$ cat src/rtl/mdio_pkg.sv
package mdio_pkg;

    localparam int PRE_BITS   = 32;
    localparam int DATA_W     = 16;
    localparam int FIELD_W    = 5;
    localparam int REG_W      = 16;
    localparam int FRAME_BITS = PRE_BITS + 4 + 2 * FIELD_W + 2 + DATA_W;
    localparam int TA_POS     = PRE_BITS + 4 + 2 * FIELD_W;
    localparam int DATA_POS   = TA_POS + 2;
    localparam int IDX_W      = $clog2(FRAME_BITS + 1);
    localparam int BUSY_BIT   = 0;
    localparam int EN_BIT     = 3;

    typedef logic [IDX_W-1:0] idx_t;

    typedef enum logic [1:0] {
        SLOT_TARGET = 2'd0,
        SLOT_WVAL   = 2'd1,
        SLOT_RVAL   = 2'd2,
        SLOT_CTRL   = 2'd3
    } slot_e;

    typedef struct packed {
        logic               rd;
        logic [FIELD_W-1:0] phy;
        logic [FIELD_W-1:0] regn;
    } target_t;

    typedef enum logic {ENG_IDLE, ENG_RUN} eng_state_e;

    function automatic logic [FRAME_BITS-1:0] build_frame(target_t t, logic [DATA_W-1:0] d);
        logic [1:0] op;
        logic [1:0] ta;
        logic [DATA_W-1:0] body;
        op   = t.rd ? 2'b10 : 2'b01;
        ta   = t.rd ? 2'b11 : 2'b10;
        body = t.rd ? '0 : d;
        return {{PRE_BITS{1'b1}}, 2'b01, op, t.phy, t.regn, ta, body};
    endfunction

endpackage

$ cat src/rtl/mdio_tick_gen.sv
module mdio_tick_gen #(
    parameter int CLK_DIV = 8
) (
    input  logic clk,
    input  logic rst,
    output logic mdc,
    output logic rise_tick,
    output logic fall_tick
);
    localparam int HALF = (CLK_DIV < 2) ? 1 : CLK_DIV / 2;
    localparam int CW   = (HALF > 1) ? $clog2(HALF) : 1;

    logic [CW-1:0] cnt;
    logic          wrap;

    assign wrap      = (cnt == CW'(HALF - 1));
    assign rise_tick = wrap && !mdc;
    assign fall_tick = wrap && mdc;

    always_ff @(posedge clk) begin
        if (rst) begin
            cnt <= '0;
            mdc <= 1'b0;
        end else if (wrap) begin
            cnt <= '0;
            mdc <= ~mdc;
        end else begin
            cnt <= cnt + 1'b1;
        end
    end
endmodule

$ cat src/rtl/mdio_frame_engine.sv
module mdio_frame_engine
    import mdio_pkg::*;
(
    input  logic              clk,
    input  logic              rst,
    input  logic              start,
    input  target_t           target,
    input  logic [DATA_W-1:0] wval,
    input  logic              rise_tick,
    input  logic              fall_tick,
    input  logic              mdio_in,
    output logic              mdio_out,
    output logic              mdio_oe,
    output logic              done,
    output logic [DATA_W-1:0] rval
);
    eng_state_e              st;
    idx_t                    idx;
    logic [FRAME_BITS-1:0]   frame_q;
    logic                    is_rd;

    always_ff @(posedge clk) begin
        if (rst) begin
            st       <= ENG_IDLE;
            idx      <= '0;
            frame_q  <= '0;
            is_rd    <= 1'b0;
            mdio_out <= 1'b1;
            mdio_oe  <= 1'b0;
            done     <= 1'b0;
            rval     <= '0;
        end else begin
            done <= 1'b0;
            case (st)
                ENG_IDLE: begin
                    if (start) begin
                        st      <= ENG_RUN;
                        idx     <= '0;
                        frame_q <= build_frame(target, wval);
                        is_rd   <= target.rd;
                    end
                end
                ENG_RUN: begin
                    if (fall_tick) begin
                        if (idx == idx_t'(FRAME_BITS)) begin
                            st       <= ENG_IDLE;
                            mdio_oe  <= 1'b0;
                            mdio_out <= 1'b1;
                            done     <= 1'b1;
                        end else begin
                            mdio_out <= frame_q[FRAME_BITS-1];
                            frame_q  <= {frame_q[FRAME_BITS-2:0], 1'b0};
                            mdio_oe  <= !(is_rd && idx >= idx_t'(TA_POS));
                            idx      <= idx + 1'b1;
                        end
                    end
                    if (rise_tick && is_rd && idx > idx_t'(DATA_POS))
                        rval <= {rval[DATA_W-2:0], mdio_in};
                end
                default: st <= ENG_IDLE;
            endcase
        end
    end

    AST_READ_RELEASE: assert property (@(posedge clk) disable iff (rst)
        (st == ENG_RUN && is_rd && idx > idx_t'(TA_POS)) |-> !mdio_oe);

endmodule

$ cat src/rtl/mdio_master.sv
module mdio_master
    import mdio_pkg::*;
#(
    parameter int CLK_DIV = 8
) (
    input  logic             clk,
    input  logic             rst,
    input  logic [1:0]       reg_addr,
    input  logic             reg_wr,
    input  logic [REG_W-1:0] reg_wdata,
    output logic [REG_W-1:0] reg_rdata,
    output logic             mdc,
    output logic             mdio_out,
    output logic             mdio_oe,
    input  logic             mdio_in
);
    target_t           target_q;
    logic [DATA_W-1:0] wval_q;
    logic [DATA_W-1:0] rval_q;
    logic              en_q;
    logic              busy_q;
    logic              start;
    logic              rise_tick;
    logic              fall_tick;
    logic              eng_done;
    logic [DATA_W-1:0] eng_rval;
    slot_e             slot;

    assign slot  = slot_e'(reg_addr);
    assign start = reg_wr && slot == SLOT_CTRL && reg_wdata[BUSY_BIT]
                   && reg_wdata[EN_BIT] && !busy_q;

    always_ff @(posedge clk) begin
        if (rst) begin
            target_q <= '0;
            wval_q   <= '0;
            rval_q   <= '0;
            en_q     <= 1'b0;
            busy_q   <= 1'b0;
        end else begin
            if (reg_wr) begin
                case (slot)
                    SLOT_TARGET: target_q <= target_t'(reg_wdata[$bits(target_t)-1:0]);
                    SLOT_WVAL:   wval_q   <= reg_wdata[DATA_W-1:0];
                    SLOT_CTRL:   en_q     <= reg_wdata[EN_BIT];
                    default:     ;
                endcase
            end
            if (start)
                busy_q <= 1'b1;
            else if (eng_done)
                busy_q <= 1'b0;
            if (eng_done)
                rval_q <= eng_rval;
        end
    end

    always_comb begin
        reg_rdata = '0;
        case (slot)
            SLOT_TARGET: reg_rdata[$bits(target_t)-1:0] = target_q;
            SLOT_WVAL:   reg_rdata[DATA_W-1:0] = wval_q;
            SLOT_RVAL:   reg_rdata[DATA_W-1:0] = rval_q;
            SLOT_CTRL: begin
                reg_rdata[BUSY_BIT] = busy_q;
                reg_rdata[EN_BIT]   = en_q;
            end
            default: ;
        endcase
    end

    mdio_tick_gen #(.CLK_DIV(CLK_DIV)) u_tick (
        .clk       (clk),
        .rst       (rst),
        .mdc       (mdc),
        .rise_tick (rise_tick),
        .fall_tick (fall_tick)
    );

    mdio_frame_engine u_eng (
        .clk       (clk),
        .rst       (rst),
        .start     (start),
        .target    (target_q),
        .wval      (wval_q),
        .rise_tick (rise_tick),
        .fall_tick (fall_tick),
        .mdio_in   (mdio_in),
        .mdio_out  (mdio_out),
        .mdio_oe   (mdio_oe),
        .done      (eng_done),
        .rval      (eng_rval)
    );

    AST_START_NEEDS_EN: assert property (@(posedge clk) disable iff (rst)
        $rose(busy_q) |-> en_q);
    AST_BUSY_HOLD: assert property (@(posedge clk) disable iff (rst)
        (busy_q && !eng_done) |=> busy_q);
    AST_IDLE_RELEASE: assert property (@(posedge clk) disable iff (rst)
        !busy_q |-> !mdio_oe);
    AST_OUT_ON_FALL: assert property (@(posedge clk) disable iff (rst)
        (mdio_out != $past(mdio_out) || mdio_oe != $past(mdio_oe))
            |-> ($past(mdc) && !mdc));

endmodule

$ cat config.mk
export PLATFORM = sky130hd
export DESIGN_NAME = mdio_master
export DESIGN_NICKNAME = d
export VERILOG_FILES = /design/src/rtl/mdio_pkg.sv /design/src/rtl/mdio_tick_gen.sv /design/src/rtl/mdio_frame_engine.sv /design/src/rtl/mdio_master.sv
export SDC_FILE = /design/constraint.sdc
export NUM_CORES = 1
export LEC_CHECK = 0
export ABC_CLOCK_PERIOD_IN_PS = 2700
export BUFFER_PORTS_ARGS = -buffer_cell sky130_fd_sc_hd__buf_2
export CORE_MARGIN = 1
export CORE_UTILIZATION = 50
export DETAILED_ROUTE_END_ITERATION = 8
export GPL_TIMING_DRIVEN = 0
export PLACE_DENSITY = 0.68
export SLEW_MARGIN = 25
export SYNTH_ARGS = -nofsm -noshare
export SYNTH_HDL_FRONTEND = slang
export SYNTH_HIERARCHICAL = 1
export SYNTH_SLANG_ARGS = --single-unit
$ cat constraint.sdc
create_clock -name clk -period 2.7 [get_ports clk]
set_input_delay 0.27 -clock clk [delete_from_list [all_inputs] [get_ports clk]]
set_output_delay 0.27 -clock clk [all_outputs]
set_load 0.03 [all_outputs]
[After elaboration in Yosys (flattened, before gate mapping)]
Index checks and enable logic that the tools add are counted.
Cells by class
  equal/unequal tests: 8
  bitwise gates (word level): 3
  magnitude comparators: 2
  add/sub/neg operators: 2
  muxes and demuxes: 25
  reduce and logical (&&, ||, !) cells: 23
Operators with widths (number)
  $mux W64: 3
  $pmux W64 S2: 1
  $mux W7: 3
  $pmux W7 S3: 1
  $mux W16: 1
  $pmux W7 S2: 1
  $reduce_and A2 Y1: 6
  $pmux W5 S2: 1
  $logic_and A1 B1 Y1: 9
  $mux W1: 9
  $pmux W1 S4: 2
  $add A7 B1 Y7 const B: 1
  $eq A7 B7 Y1 const B: 1
  $ge A7 B6 Y1 const B: 1
  $gt A7 B6 Y1 const B: 1
  $eq A2 B2 Y1 const B: 3
  $ne A2 B2 Y1 const B: 3
  $pmux W2 S3: 1
  $logic_not A1 Y1: 3
  $not A1 Y1: 3
  $reduce_and A3 Y1: 1
  $reduce_or A3 Y1: 1
  $add A2 B1 Y2 const B: 1
  $eq A2 B1 Y1 const B: 1
  other kinds (5): 5
Word-level totals
  output and inout port bits: 19
  logic and storage cells: 80
  register bits after elaboration: 140
  bits of input ports: 22

[Depth between registers and ports, before layout]
Gate-level depths: netlist (run 1).
  depth in word-level cells: 7
  depth in mapped cells: 9
  mapped depth without buffers: 7

[Modules after synthesis]
Netlist (run 1), hierarchy kept.
By module, submodules not included
  mdio_frame_engine: instances 1, area each 4129.0 sq um, seq. area each 1841.8 sq um, cells an instance 415
  mdio_master: instances 1, area each 2205.9 sq um, seq. area each 900.9 sq um, cells an instance 231
  mdio_tick_gen: instances 1, area each 111.4 sq um, seq. area each 60.1 sq um, cells an instance 10

[Worst setup path before layout (run 1)]
OpenSTA, ideal clock, no wires.
  path type: input-to-reg
  start point: input port reg_addr[0]
  end point: register u_eng.frame_q[10]
  path buffers: 1
  stages: 8
  setup slack: 0.819 ns
  arrival: 1.749 ns
  required time: 2.569 ns
  library setup time: 0.131 ns
  cell sequence: ha_1 > nand2_1 > nor3_1 > mux2i_1 > a31o_4 > buf_6 > a221oi_1 > nor3_1
On the way
  longest elaborated chain between the ends: 7
Ends and longest elaborated chain
  start, declared: line mdio_master.sv:8  | input logic [1:0] reg_addr,
  $eq A2 B2 Y1: line mdio_master.sv:30  | assign start = reg_wr && slot == SLOT_CTRL && reg_wdata[BUSY_BIT]
  $logic_and A1 B1 Y1 (2 in series): line mdio_master.sv:30
  $logic_and A1 B1 Y1 (2 in series): line mdio_master.sv:31  | && reg_wdata[EN_BIT] && !busy_q;
  via start: line mdio_master.sv:22  | logic start;
  $ne A2 B2 Y1 (no line)
  $reduce_and A3 Y1 (no line)
  end signal, assigned: line mdio_frame_engine.sv:39  | frame_q <= build_frame(target, wval);
  end signal, assigned: line mdio_frame_engine.sv:52  | frame_q <= {frame_q[FRAME_BITS-2:0], 1'b0};
  end, declared: line mdio_frame_engine.sv:19  | logic [FRAME_BITS-1:0] frame_q;
The timed path passes the listed nets, and every way through them passes these cells.
A chain may end at the register's enable or synchronous reset.

[Worst setup path in the final report (run 1)]
  start point: register busy_q
  end point: register u_eng.frame_q[27]
On the way
  longest elaborated chain between the ends: 4
Ends and longest elaborated chain
  start, declared: line mdio_master.sv:21  | logic busy_q;
  start signal, assigned: line mdio_master.sv:39  | busy_q <= 1'b0;
  start signal, assigned: line mdio_master.sv:50  | busy_q <= 1'b1;
  start signal, assigned: line mdio_master.sv:52  | busy_q <= 1'b0;
  $logic_not A1 Y1: line mdio_master.sv:31
  $logic_and A1 B1 Y1: line mdio_master.sv:31
  via start: line mdio_master.sv:22
  $ne A2 B2 Y1 (no line)
  $reduce_and A3 Y1 (no line)
The timed path passes the listed nets, and every way through them passes these cells.

==> results of run 1 <==
==> sequential cells by signal (all words and copies together) (netlist names) <==
signal          cells
u_eng/frame_q      64
u_tick/cnt          2
rval_q             16
u_eng/mdio_out      1
u_eng/idx           7
target_q           11
wval_q             16
u_eng/done          1
u_eng/mdio_oe       1
u_eng/is_rd         1
busy_q              1
en_q                1
u_tick/mdc          1
u_eng/rval         16
u_eng/st            1
==> Yosys cell counts (3+ instances only) <==
master    instances  area share
dfxtp_1         140        0.43
nor2_1           97       0.056
nor3_1           49       0.038
mux2i_1          46       0.071
nor3_2           41       0.064
a21oi_1          32       0.025
nand3_1          32       0.025
buf_2            23       0.018
a21bo_2          20       0.031
nand2b_1         18       0.017
buf_6            14       0.024
nand2_1          12      0.0070
a211oi_2         11       0.021
a222oi_1         11       0.017
clkbuf_1         10      0.0058
a221oi_2          9       0.021
buf_4             9       0.010
ha_1              9       0.017
nor2b_1           9      0.0087
a21bo_1           8       0.012
a221oi_1          6      0.0082
inv_1             6      0.0035
a22oi_1           5      0.0058
a21oi_2           3      0.0041
xnor2_1           3      0.0041
==> area by class of cell <==
type,instances,area (sq um)
Buffer,58,385.4
Fill cell,1130,5131
Multi-Input combinational cell,452,3236
Clock buffer,21,470.5
Sequential cell,140,2803
Inverter,6,22.52
Clock inverter,10,161.4
Tap cell,172,215.2
Timing Repair Buffer,39,195.2
==> cells by family after synthesis <==
family	after synthesis	synth area share
and+or+nand+nor	276	0.2417
DFF	140	0.4348
AOI/OAI and AO/OA	116	0.1646
buffers and inverters	64	0.06328
muxes	46	0.07143
adders and majority gates	9	0.01747
xor gates and xnor gates	5	0.006795
==> cell usage in the layout, fill, tap and decap left out, types with 3 or more instances in the layout <==
cell type | synthesis | final
dfxtp_1 | 140 | 140
nor2_1 | 97 | 97
buf_2 | 23 | 62
nor3_1 | 49 | 49
mux2i_1 | 46 | 46
nor3_2 | 41 | 41
nand3_1 | 32 | 32
a21oi_1 | 32 | 32
a21bo_2 | 20 | 20
nand2b_1 | 18 | 18
clkbuf_16 | 0 | 17
buf_6 | 14 | 14
nand2_1 | 12 | 12
a222oi_1 | 11 | 11
clkbuf_1 | 10 | 11
a211oi_2 | 11 | 11
nor2b_1 | 9 | 9
buf_4 | 9 | 9
ha_1 | 9 | 9
a221oi_2 | 9 | 9
a21bo_1 | 8 | 8
inv_1 | 6 | 6
a221oi_1 | 6 | 6
a22oi_1 | 5 | 5
bufinv_16 | 0 | 4
a21oi_2 | 3 | 3
clkbuf_8 | 0 | 3
clkinv_2 | 0 | 3
xnor2_1 | 3 | 3
==> final timing paths <==
check | from | to | slack [ps] | cells past startpoint
setup reg to reg | busy_q | u_eng/frame_q[27] | 580 | 6
setup / recovery | busy_q | u_eng/frame_q[27] | 580 | 6
hold reg to reg | u_tick/cnt[0] | u_tick/cnt[0] | 420 | 1
hold / removal | rst | u_tick/cnt[0] | 70 | 2
==> through the flow <==
step	instance area, sq um	std cells	setup slack, ps	power, mW
after floorplan	6446	656	819.4	2.375
after global placement	6857	867	242.1	2.454
after detailed placement	6857	867	184.9	2.463
after CTS	7488	898	600.9	4.966
after global routing	7488	898	516.3	5.085
final	7488	898	576.9	4.920
==> critical path, stage by stage (launching register included) <==
cell,delay [ps]
dfxtp_1,340
nor3_1,500
mux2i_1,310
a31oi_2,340
buf_2,300
nor2_1,90
a211oi_2,180
==> power groups by stage <==
stage / sequential (mW) / clock [mW] / combinational (mW)
2_1_floorplan: 2.17 / 0 / 0.202
3_3_place_gp: 2.18 / 0 / 0.272
3_5_place_dp: 2.18 / 0 / 0.279
4_1_cts: 2.14 / 2.55 / 0.281
5_1_grt: 2.14 / 2.64 / 0.306
6_report: 2.14 / 2.50 / 0.282
==> routing by layer <==
layer  global-route usage  share of wire  wire length, um  vias up
li1                     -              -                -     2452
met2               0.3737           0.46             7020      124
met5                    0              0                0        -
met3              0.06799          0.055              839       22
met4              0.09697          0.017              265        0
met1               0.3291           0.47             7077     2433
==> flow_summary.json, run 1 <==
{
  "synth_nets": 687,
  "power.density_mw_per_mm2": 657.0,
  "ioPinCount": 41,
  "fin_nets": 745,
  "leakage_nw": 2.914,
  "end_kind": "register",
  "cts_tree": "yes",
  "grtUsageTotal": 0.2453,
  "slew_viol_final": 0,
  "avgSynthCellArea_sq_um": 9.826,
  "path_clk_slew_ps": 60,
  "critPathLaunchType": "register",
  "die_w_um": 115.5,
  "start_util": 0.5108,
  "yosysWarnings": 6,
  "syn_to_final_growth_pct": 16.17,
  "finalCritPeriodShare": 0.7863,
  "rows": 41,
  "synthCells": 656,
  "fin_util": 0.5934,
  "overflow": 0,
  "wl_per_cell_um": 16.93,
  "htreeDepth": 4,
  "crit_arrival_ps": 2470,
  "worst_slew_pin_slew_ps": 687.8,
  "p_seq_frac": 0.435,
  "p_int_mw": 3.832,
  "p_switching_mw": 1.088,
  "wl_um": 15200,
  "hold_path_class": "primary input to register",
  "max_freq_mhz": 471.0,
  "dp.final_hpwl_um": 11100,
  "crit_type": "register to register",
  "finalHoldViolCount": 0,
  "finalSetupViolations": 0,
  "die_area_sq_mm": 0.01335,
  "cts_resized": 0,
  "async_reset_ff_frac": 0,
  "vias": 5031,
  "synth-edff-count": 0,
  "postRouteAntennaNets": 0,
  "cts_setup_buffers": 0,
  "synth_ff_type": "dfxtp_1",
  "status": "finished, final reports clean",
  "die_y_um": 115.5,
  "cts_sinks": 140,
  "maxCapViolations": 0,
  "rsz0062_at_grt": "false",
  "grt_max_degree": 17,
  "crit_fanout": 10,
  "setup_tns_ps": 0,
  "antennaDiodeCount": 0,
  "fin_worst_skew_ps": 8.220,
  "grt_pass1_wl_um": 24540,
  "drt_pre_antenna_iters": 6,
  "yosysUniqueCellTypes": 51,
  "grt_pass1_vias": 4763,
  "worst_ep_required_time_ps": 3050,
  "syn_area_sq_mm": 0.006446,
  "switching_share": 0.2212,
  "hold_slack_ps": 66.49,
  "antenna_found_initial": 0,
  "irDropWorstVdd_mv": 0.5311,
  "clock_path_buffers": 2,
  "remaining_drc_errors": 0,
  "vias_per_cell": 5.602,
  "coreArea_sq_mm": 0.01262,
  "cts_hold_buffers": 0,
  "drive_gt1_frac": 0.2906,
  "cts_root_buffer": "clkbuf_16",
  "finalCriticalPeriod_ps": 2123,
  "relSlewSlack": 0.5415,
  "cts_made_buffers": 17,
  "synth-seq-area-share": 0.4348,
  "worstSkewPairLatency_ps": 430,
  "drtIter0Drc": 422,
  "pwr-share-comb": 0.057,
  "ys_ff_latch": 140,
  "port_buffers": 39,
  "gp_congestion": 0.9182,
  "p_clk_frac": 0.508
}
(Power assumes the default switching activity.)
==> run 2: changes to the inputs <==
- ABC_AREA: unset -> 1
- ABC_CLOCK_PERIOD_IN_PS: 2700 -> 2200
- clock period: 2.7 -> 2.2 ns (I/O delays scaled with it)
==> run 2 against run 1 <==
  * Critical path depth increased by 5
  * Die area shrank 4.6%
  * Non-clock buffer count is 4 lower
  * Wire length down 4.3%
  * Setup slack worse by 180 ps
  * Design area is 4.2% lower
  * Global-route usage rose by 0.23 points
==> flow_summary.json, run 2 <==
{
  "status": "finished, final reports clean",
  "grtUsageTotal": 0.2476,
  "p_clk_frac": 0.515,
  "drtIter0Drc": 346,
  "end_kind": "register",
  "leakage_nw": 3.116,
  "path_clk_slew_ps": 60,
  "p_int_mw": 4.698,
  "wl_per_cell_um": 13.59,
  "max_freq_mhz": 555.7,
  "layout_common_cells": "229 x nand2_1, 164 x nor2_1, 140 x dfxtp_1",
  "synth_nets": 884,
  "avgSynthCellArea_sq_um": 7.204,
  "clock_path_buffers": 2,
  "die_y_um": 112.9,
  "largest_register_ffs": 64,
  "synth_top_area_frac": 0.4561,
  "grt_max_degree": 17,
  "synth_area_leaders": "dfxtp_1 46%, nand2_1 14%, nor2_1 10%",
  "dp.final_hpwl_um": 10400,
  "synthCells": 853,
  "fin_nets": 943,
  "cts_resized": 0,
  "ioPinCount": 41,
  "wl_um": 14550,
  "hold_path_class": "primary input to register",
  "syn_area_sq_mm": 0.006145,
  "syn_to_final_growth_pct": 16.70,
  "cts_tree": "yes",
  "antenna_found_initial": 0,
  "die_w_um": 112.9,
  "fin_worst_skew_ps": 8.252,
  "worst_slew_pin_slew_ps": 581.9,
  "die_area_sq_mm": 0.01274,
  "finalHoldViolCount": 0,
  "setup_tns_ps": 0,
  "p_switching_mw": 1.309,
  "cts_hold_buffers": 0,
  "mostFrequentLayoutCell": "nand2_1",
  "pwr-share-comb": 0.050,
  "crit_fanout": 10,
  "grt_pass1_wl_um": 24870,
  "port_buffers": 40,
  "synth-edff-count": 0,
  "finalCritPeriodShare": 0.8180,
  "antennaDiodeCount": 0,
  "coreArea_sq_mm": 0.01201,
  "synth_ff_type": "dfxtp_1",
  "regMostFlops": "u_eng/frame_q",
  "worst_ep_required_time_ps": 2510,
  "gp_congestion": 0.8412,
  "crit_arrival_ps": 2110,
  "vias_per_cell": 5.095,
  "ys_ff_latch": 140,
  "crit_type": "register to register",
  "power.density_mw_per_mm2": 837.6,
  "post_dp_cell_area_sq_mm": 0.006529,
  "worstSkewPairLatency_ps": 430,
  "htreeDepth": 4,
  "drive_gt1_frac": 0.1515,
  "p_seq_frac": 0.436,
  "fill_cells": 1161,
  "synth.largest_area_cell": "dfxtp_1",
  "critPathLaunchType": "register",
  "relSlewSlack": 0.6121,
  "synth-seq-area-share": 0.4561,
  "cts_made_buffers": 17,
  "rows": 40,
  "slew_viol_final": 0,
  "fin_area_sq_mm": 0.007171,
  "switching_share": 0.2179,
  "maxCapViolations": 0,
  "post-synth-top-count-cell": "nand2_1",
  "async_reset_ff_frac": 0,
  "irDropWorstVdd_mv": 0.4935,
  "yosysWarnings": 6,
  "rsz0062_at_grt": "false",
  "cts_root_buffer": "clkbuf_16",
  "vias": 5457,
  "yosysUniqueCellTypes": 35,
  "start_util": 0.5116,
  "cts_sinks": 140,
  "postRouteAntennaNets": 0,
  "drt_pre_antenna_iters": 5,
  "finalCriticalPeriod_ps": 1800,
  "finalSetupViolations": 0,
  "synthTopCellsByCount": "229 x nand2_1, 164 x nor2_1, 140 x dfxtp_1",
  "remaining_drc_errors": 0,
  "overflow": 0,
  "grt_pass1_vias": 5262,
  "cts_setup_buffers": 0
}
==> run 2: area by class of cell <==
| cell class | count | area (sq um) | area share |
|---|---|---|---|
| timing repair buffer | 40 | 200.2 | 0.02792 |
| multi-input combinational | 615 | 2823 | 0.3936 |
| clock buffer | 21 | 480.5 | 0.06700 |
| buffer | 53 | 342.8 | 0.04781 |
| clock inverter | 10 | 161.4 | 0.02251 |
| sequential | 140 | 2803 | 0.3909 |
| inverter | 45 | 176.4 | 0.02460 |
| tap | 147 | 183.9 | 0.02565 |
==> run 2: metal layers <==
metal	GRT usage	part of all wire
met1	0.3063	0.47
met2	0.4185	0.48
met3	0.06160	0.038
met4	0.09123	0.016
met5	0	0
==> run 2: stage by stage <==
| step | hold slack (ps) | worst slack [ps] | power, mW | std cells | util |
|---|---|---|---|---|---|
| final | 46.03 | 400.4 | 6.006 | 1071 | 0.5970 |
| after detailed placement | 416.6 | 216.2 | 2.969 | 1040 | 0.5435 |
| after global routing | 36.64 | 204.6 | 6.189 | 1071 | 0.5970 |
| after floorplan | 289.1 | 636.9 | 2.867 | 853 | - |
| after global placement | 414.0 | 239.8 | 2.967 | 1040 | 0.5435 |
| after CTS | 33.48 | 408.8 | 6.034 | 1071 | 0.5970 |
==> run 2: critical path, stage by stage (launching register included) <==
cell	delay, ps
dfxtp_1	310
ha_1	240
nand2_1	100
inv_1	40
nand2_1	130
inv_1	120
nand2_2	100
buf_6	140
nand2_8	90
buf_6	160
o21ai_0	210
nor2_1	60
==> run 2: logic make-up (layout without fill, tap and decap cells) <==
family,after synthesis,count (layout),synth area share
simple gates,450,450,0.3018
buf+inv,98,169,0.08450
flops,140,140,0.4561
fa+ha+maj,9,9,0.01833
compound gates,155,155,0.1379
xor+xnor,1,1,0.001426
==> run 2: worst paths after layout <==
kind                            to  cells after the start           from  slack (ps)
setup / recovery  u_eng/frame_q[4]                     11  u_tick/cnt[0]         400
hold / removal          wval_q[12]                      3  reg_wdata[12]          50
setup reg to reg  u_eng/frame_q[4]                     11  u_tick/cnt[0]         400
hold reg to reg      u_tick/cnt[0]                      1  u_tick/cnt[0]         420
==> run 2: power by group through the flow <==
stage	logic (mW)	registers, mW	clock network [mW]
global placement	0.295	2.67	0
floorplan	0.204	2.66	0
detailed placement	0.297	2.67	0
global route	0.340	2.62	3.23
CTS	0.299	2.62	3.12
finish	0.298	2.62	3.09
